--- src/rtl/ilsr_pkg.sv ---
package ilsr_pkg;

  // Width of an index that must address n items (at least one bit).
  function automatic int idx_width(input int n);
    return (n > 1) ? $clog2(n) : 1;
  endfunction

  // Legal degrees of parallelism for the interleaved line.
  function automatic bit ways_ok(input int n);
    return (n == 1) || (n == 2) || (n == 4);
  endfunction

endpackage

--- src/rtl/ilsr_phase.sv ---
module ilsr_phase #(
  parameter int WAYS = 4,
  localparam int PW  = ilsr_pkg::idx_width(WAYS)
) (
  input  logic            clk,
  input  logic            rst_n,
  output logic [PW-1:0]   phase_o,
  output logic [WAYS-1:0] bank_en_o
);

  localparam logic [PW-1:0] LAST = PW'(WAYS - 1);

  logic [PW-1:0] phase_q;
  logic [PW-1:0] phase_d;

  // next-state
  always_comb begin
    if (phase_q == LAST) begin
      phase_d = '0;
    end else begin
      phase_d = phase_q + PW'(1);
    end
  end

  // register
  always_ff @(posedge clk or negedge rst_n) begin
    if (!rst_n) begin
      phase_q <= '0;
    end else begin
      phase_q <= phase_d;
    end
  end

  // decode of the phase into one enable per bank
  for (genvar g = 0; g < WAYS; g++) begin : g_en
    assign bank_en_o[g] = (phase_q == PW'(g));
  end

  assign phase_o = phase_q;

endmodule

--- src/rtl/ilsr_bank.sv ---
module ilsr_bank #(
  parameter int WIDTH  = 1,
  parameter int STAGES = 4,
  localparam int BITS  = STAGES * WIDTH
) (
  input  logic             clk,
  input  logic             rst_n,
  input  logic             en_i,
  input  logic [WIDTH-1:0] din_i,
  output logic [WIDTH-1:0] tail_o,
  output logic [BITS-1:0]  contents_o
);

  logic [STAGES-1:0][WIDTH-1:0] stage_q;
  logic [STAGES-1:0][WIDTH-1:0] stage_d;

  // next-state: shift by one stage only when this bank's slot comes round
  always_comb begin
    stage_d = stage_q;
    if (en_i) begin
      stage_d[0] = din_i;
      for (int s = 1; s < STAGES; s++) begin
        stage_d[s] = stage_q[s-1];
      end
    end
  end

  // register
  always_ff @(posedge clk or negedge rst_n) begin
    if (!rst_n) begin
      stage_q <= '0;
    end else begin
      stage_q <= stage_d;
    end
  end

  assign tail_o     = stage_q[STAGES-1];
  assign contents_o = stage_q;

endmodule

--- src/rtl/ilsr_outmux.sv ---
module ilsr_outmux #(
  parameter int WIDTH = 1,
  parameter int WAYS  = 4,
  localparam int PW   = ilsr_pkg::idx_width(WAYS)
) (
  input  logic [WAYS-1:0][WIDTH-1:0] tails_i,
  input  logic [PW-1:0]              sel_i,
  output logic [WIDTH-1:0]           dout_o
);

  always_comb begin
    dout_o = '0;
    for (int w = 0; w < WAYS; w++) begin
      if (sel_i == PW'(w)) begin
        dout_o = tails_i[w];
      end
    end
  end

endmodule

--- src/rtl/interleaved_shreg.sv ---
module interleaved_shreg #(
  parameter int WIDTH = 1,
  parameter int DEPTH = 16,
  parameter int WAYS  = 4
) (
  input  logic             clk,
  input  logic             rst_n,
  input  logic [WIDTH-1:0] din,
  output logic [WIDTH-1:0] dout
);

  localparam int STAGES = DEPTH / WAYS;
  localparam int PW     = ilsr_pkg::idx_width(WAYS);
  localparam int BBITS  = STAGES * WIDTH;

  // configuration check at elaboration
  if (!ilsr_pkg::ways_ok(WAYS) || (DEPTH % WAYS) != 0 || DEPTH < WAYS) begin : g_bad_cfg
    $error("interleaved_shreg: WAYS must be 1, 2 or 4 and divide DEPTH");
  end

  logic [PW-1:0]                phase;
  logic [WAYS-1:0]              bank_en;
  logic [WAYS-1:0][WIDTH-1:0]   bank_tail;
  logic [WAYS-1:0][BBITS-1:0]   bank_flat;

  ilsr_phase #(
    .WAYS(WAYS)
  ) u_phase (
    .clk       (clk),
    .rst_n     (rst_n),
    .phase_o   (phase),
    .bank_en_o (bank_en)
  );

  for (genvar b = 0; b < WAYS; b++) begin : g_bank
    ilsr_bank #(
      .WIDTH  (WIDTH),
      .STAGES (STAGES)
    ) u_bank (
      .clk        (clk),
      .rst_n      (rst_n),
      .en_i       (bank_en[b]),
      .din_i      (din),
      .tail_o     (bank_tail[b]),
      .contents_o (bank_flat[b])
    );
  end

  ilsr_outmux #(
    .WIDTH (WIDTH),
    .WAYS  (WAYS)
  ) u_mux (
    .tails_i (bank_tail),
    .sel_i   (phase),
    .dout_o  (dout)
  );

endmodule

--- config.mk ---
export PLATFORM = sky130hd
export DESIGN_NAME = interleaved_shreg
export DESIGN_NICKNAME = d
export VERILOG_FILES = /design/src/rtl/ilsr_pkg.sv /design/src/rtl/ilsr_phase.sv /design/src/rtl/ilsr_bank.sv /design/src/rtl/ilsr_outmux.sv /design/src/rtl/interleaved_shreg.sv
export SDC_FILE = /design/constraint.sdc
export NUM_CORES = 1
export LEC_CHECK = 0
export BUFFER_PORTS_ARGS = -buffer_cell sky130_fd_sc_hd__buf_4
export CORE_AREA = 4 4 50 52
export DETAILED_ROUTE_END_ITERATION = 8
export DIE_AREA = 0 0 54 56
export GPL_TIMING_DRIVEN = 0
export SETUP_SLACK_MARGIN = 0.1
export SLEW_MARGIN = 30
export SYNTH_ARGS = -nofsm -noshare
export SYNTH_HDL_FRONTEND = slang
export SYNTH_SLANG_ARGS = --single-unit
--- constraint.sdc ---
create_clock -name clk -period 2.65 [get_ports clk]
set_input_delay 0.1325 -clock clk [delete_from_list [all_inputs] [get_ports clk]]
set_output_delay 0.1325 -clock clk [all_outputs]
set_load 0.005 [all_outputs]
After elaboration in Yosys (flattened, before gate mapping). Index checks and enable logic that the tools add are counted.

Add/subtract/negate cells: 1. Equality and inequality tests: 3. Multiplexer cells: 5. Reduce and logical (&&, ||, !) cells: 1.

Operators with widths (number): 2-bit == test, second input constant (2); 1-bit two-way mux (4); 2-bit by 1-bit adder with 2-bit output, second input constant (1); 2-bit by 1-bit == test with 1-bit output, second input constant (1); 2-bit logical NOT (1); 2-bit two-way mux (1).

Register bits after elaboration: 18. Input port bits: 3.

Longest topological paths before layout.
Depth in word-level cells: 5. Gate-level depth with buffers: 5.

Hierarchy. From an unflattened synthesis, not the netlist that was laid out.

Cell total of the unflattened synthesis: 46. Area total of the unflattened synthesis: 744.5 µm².

By module, submodules not included: ilsr_bank (instances 4, cells each 9, area each 152.6 µm², seq. area each 100.1 µm²); ilsr_phase (instances 1, cells each 9, area each 111.4 µm², seq. area each 50.0 µm²); ilsr_outmux (instances 1, cells each 1, area each 22.5 µm², seq. area each 0.0 µm²).

Least setup slack after synthesis. No wires, ideal clock.

Kind: register to output. Start point: register u_phase.phase_q[0], in the netlist u_phase.phase_o[0]. End point: output port dout. Arrival: 1.052 ns. Data required time: 2.518 ns. Path slack: 1.466 ns. Cell stages (with the launch flop): 5. Path buffers: 1. Path through: dfrtp_1 ha_1 buf_6 a22o_1 a21oi_1.

Word-level cells in the longest chain between the ends: 5. Elaborated cells on any way between the ends: 8. Classes of those cells: eq/ne: 3; mux: 4; reduce/logical: 1.

RTL lines: start: declaration (line ilsr_phase.sv:13) `logic [PW-1:0] phase_q;`; start signal: assignment (line ilsr_phase.sv:30) `phase_q <= phase_d;`; 2-bit logical NOT (line ilsr_outmux.sv:14) `if (sel_i == PW'(w)) begin`; 1-bit two-way mux (3 in series) (line ilsr_outmux.sv:14); 1-bit two-way mux * (line ilsr_outmux.sv:14); end: declaration (line interleaved_shreg.sv:9) `output logic [WIDTH-1:0] dout`.

Mark *: on every way between the ends. The rest lies on a longest branch, timed or not.

Final worst setup path. Ends and elaborated chain as after synthesis.

==> reports/results.tsv <==
stage	metric	value	unit
run_status	status	completed	
sta	setup TNS	0	ps
route	Routed Antenna Nets	0	
yosys	Synth Register Bits	18	
worst_hold_path	class of the worst hold path	input port to register	
global_routing	antenna violations before repair	0	
floorplanning	IO Pins	4	
critical_path	crit-path max FO	6	
floorplanning	die area	3020	sq um
yosys	simple-gate area share of the yosys netlist	2.88	%
global_routing	total congestion overflow	0	
route	WL final	966	um
yosys	Yosys warnings	0	
sta	Fin Hold WS	107	ps
floorplanning	die height	56	um
clock_network	clk sink count	18	
route	Post-Route M1 WL	459	um
route	TritonRoute pass-1 iters	2	
route	wire per inst	11.5	um
yosys	Syn Nets	56	
sta	Least-Margin Pin Slew	256	ps
global_routing	GRT Overall Usage	8.05	%
power_and_ir_drop	Int Power	0.353	mW
critical_path	reg-to-reg slack, setup	1370	ps
critical_path	Worst R2R Start	u_phase.phase_o[0]	
clock_network	worst-skew pair later-pin latency	290	ps
finish	commonest cells after routing, fill and taps aside	dfrtp_1 (18), mux2_2 (15), ha_1 (4)	
finish	ANT cells	0	
finish	final net count	65	
yosys	post-synthesis compound-gate area fraction	3.55	%
clock_network	Root Driver	clkbuf_4	
yosys	adder-cell share of the synthesized area	6.77	%
clock_network	H-tree levels	1	
finish	Area Growth Syn to Fin	12.2	%
critical_path	Setup crit end kind	primary output	
route	Max Used Layer	met4	
global_routing	largest net degree at the start of global routing	19	
route	Iter 0 DRT Violations	3	
critical_path	worst reg2reg path endpoint	g_bank[2].u_bank.contents_o[1]	
sta	Fmax achieved	605	MHz
route	metal3 WL	21	um
critical_path	cell count of the worst reg-to-reg path	3	
clock_network	CTS tree	done	
critical_path	Setup crit start	u_phase.phase_o[0]	
yosys	largest family of logic cells by synthesized area	multiplexers	
finish	commonest non-fill, non-tap cell in the layout	dfrtp_1	
sta	RSZ-0062 raised after global routing	false	
power_and_ir_drop	fraction of power consumed by the clock network	29.3	%
clock_network	CTS resizes	0	
yosys	post-synth cell types	13	
route	DR vias	380	
floorplanning	row cnt	17	
floorplanning	Die W	54	um
placement	DPL Wire Length	693	um
power_and_ir_drop	Sw Ratio	20.9	%
yosys	synthesized instance count	49	
yosys	post-synthesis mux area share	22.8	%
route	via/cell ratio	4.52	
power_and_ir_drop	Cell Pwr Density	538	nW/um^2
floorplanning	starting density of the core	35.1	%
yosys	register area share after synthesis	60.9	%
sta	Final Cycle Share	62.4	%
sta	max_slew headroom	83.0	%
yosys	Post-Syn Area	739	sq um
clock_network	TritonCTS Buffers	3	
power_and_ir_drop	P_leak	0.368	nW
placement	final RePlAce weighted congestion	0.592	
power_and_ir_drop	NetSw	0.0935	mW
critical_path	Critical path destination	dout	
flow_run	max_cap viols	0	
sta	Final Setup Violations	0	
yosys	XOR/XNOR share of the synthesized area	0	%
finish	Fillers	208	
critical_path	Arr. time, crit path	1520	ps
power_and_ir_drop	combinational share of power	5.2	%
finish	layout cells sized above 1	41.1	%
placement	IO buf count	3	
clock_network	Clock Path Buffers	2	
critical_path	WS Path Type	register to primary output	
critical_path	critical path required time	2520	ps
critical_path	CP Launch Type	register	
sta	Final Slew Violations	0	
power_and_ir_drop	sequential power share	65.5	%
clock_network	Reg clk slew, reported paths	90	ps
sta	Worst Skew	1.79	ps
global_routing	first-pass GRT wire length	1.71	mm
sta	final hold vios	0	
route	DR WL met2	448	um
route	# DRC	0	
power_and_ir_drop	worst IR drop on VDD	178	uV
yosys	Mapped Avg Cell Area	15.1	sq um
floorplanning	Core Box Area	2110	sq um
sta	Tmin final	1650	ps
finish	final core utilization	39.4	%
global_routing	vias in the first global route	402	
-- flip-flops by register name (all words and copies together), names as in the netlist --
| register | flops |
|---|---|
| g_bank.u_bank.contents_o | 12 |
| g_bank.u_bank.tail_o | 4 |
| u_phase.phase_o | 2 |
-- critical path, stage by stage (launching register included) --
cell,delay (ps)
dfrtp_1,410
inv_1,80
ha_1,280
a22o_1,230
a21oi_1,110
buf_4,120
-- per-stage QoR --
stage                     setup WS (ps)  power (mW)  area [sq um]  instances
final                               997       0.446           830         84
after global routing                883       0.472           830         84
after CTS                           960       0.456           830         84
after detailed placement           1300       0.321           797         80
after global placement             1300       0.320           797         80
after floorplan                    1470       0.308           739         49
-- layout make-up --
type | instances | area (sq um) | share of cell area, %
inverters | 3 | 11.3 | 1.36
clock buffers | 3 | 22.5 | 2.71
multi-input cells | 27 | 267 | 32.1
plain buffers | 1 | 11.3 | 1.36
flip-flops and latches | 18 | 450 | 54.3
repair buffers | 4 | 32.5 | 3.92
well taps | 28 | 35.0 | 4.22
-- synthesized netlist by cell type --
| cell | number | share of area, % |
|---|---|---|
| buf_6 | 1 | 1.5 |
| a21oi_1 | 1 | 0.68 |
| nor2_2 | 1 | 0.85 |
| o21ai_0 | 1 | 0.68 |
| nand2_1 | 1 | 0.51 |
| inv_1 | 3 | 1.5 |
| nor2_1 | 1 | 0.51 |
| nand3b_1 | 1 | 1.0 |
| a211oi_1 | 1 | 1.0 |
| dfrtp_1 | 18 | 61 |
| a22o_1 | 1 | 1.2 |
| ha_1 | 4 | 6.8 |
| mux2_2 | 15 | 23 |
-- per-layer routing --
layer  GRT usage (%)  vias up
met2            10.9        5
met3            2.41        4
li1                -      185
met4            8.54        0
met1            9.23      186
met5               0        -
-- logic make-up (layout without fill, tap and decap cells) --
kind of cell               Yosys count  after routing
DFF                                 18             18
muxes                               15             15
and+or+nand+nor                      4              4
AOI/OAI and AO/OA                    4              4
adders and majority gates            4              4
buffers and inverters                4             11
-- repair_timing --
action / CTS / global route
endpoints found under the hold margin: 18 / 0
hold buffers: 1 / 0
buffers inserted: 0 / 0
-- worst min-delay path by stage --
| stage | end | cells after the start | from | slack [ps] |
|---|---|---|---|---|
| final | g_bank[2].u_bank.contents_o[0] | 2 | din | 110 |
| after global routing | g_bank[2].u_bank.contents_o[0] | 2 | din | 90 |
| after CTS | g_bank[2].u_bank.contents_o[0] | 2 | din | 100 |
| after detailed placement | g_bank[0].u_bank.contents_o[0] | 1 | rst_n | 10 |
| after global placement | g_bank[1].u_bank.contents_o[0] | 1 | rst_n | 10 |
| after floorplan | g_bank[0].u_bank.contents_o[0] | 0 | rst_n | -160 |
-- power by group through the flow --
stage               Sequential (mW)  Combinational [mW]  Clock [mW]
global route                  0.294              0.0263       0.151
global placement              0.298              0.0224           0
finish                        0.292              0.0231       0.131
detailed placement            0.298              0.0231           0
CTS                           0.293              0.0243       0.139
floorplan                     0.296              0.0122           0
Note: power is estimated with default switching activity, not from simulation.
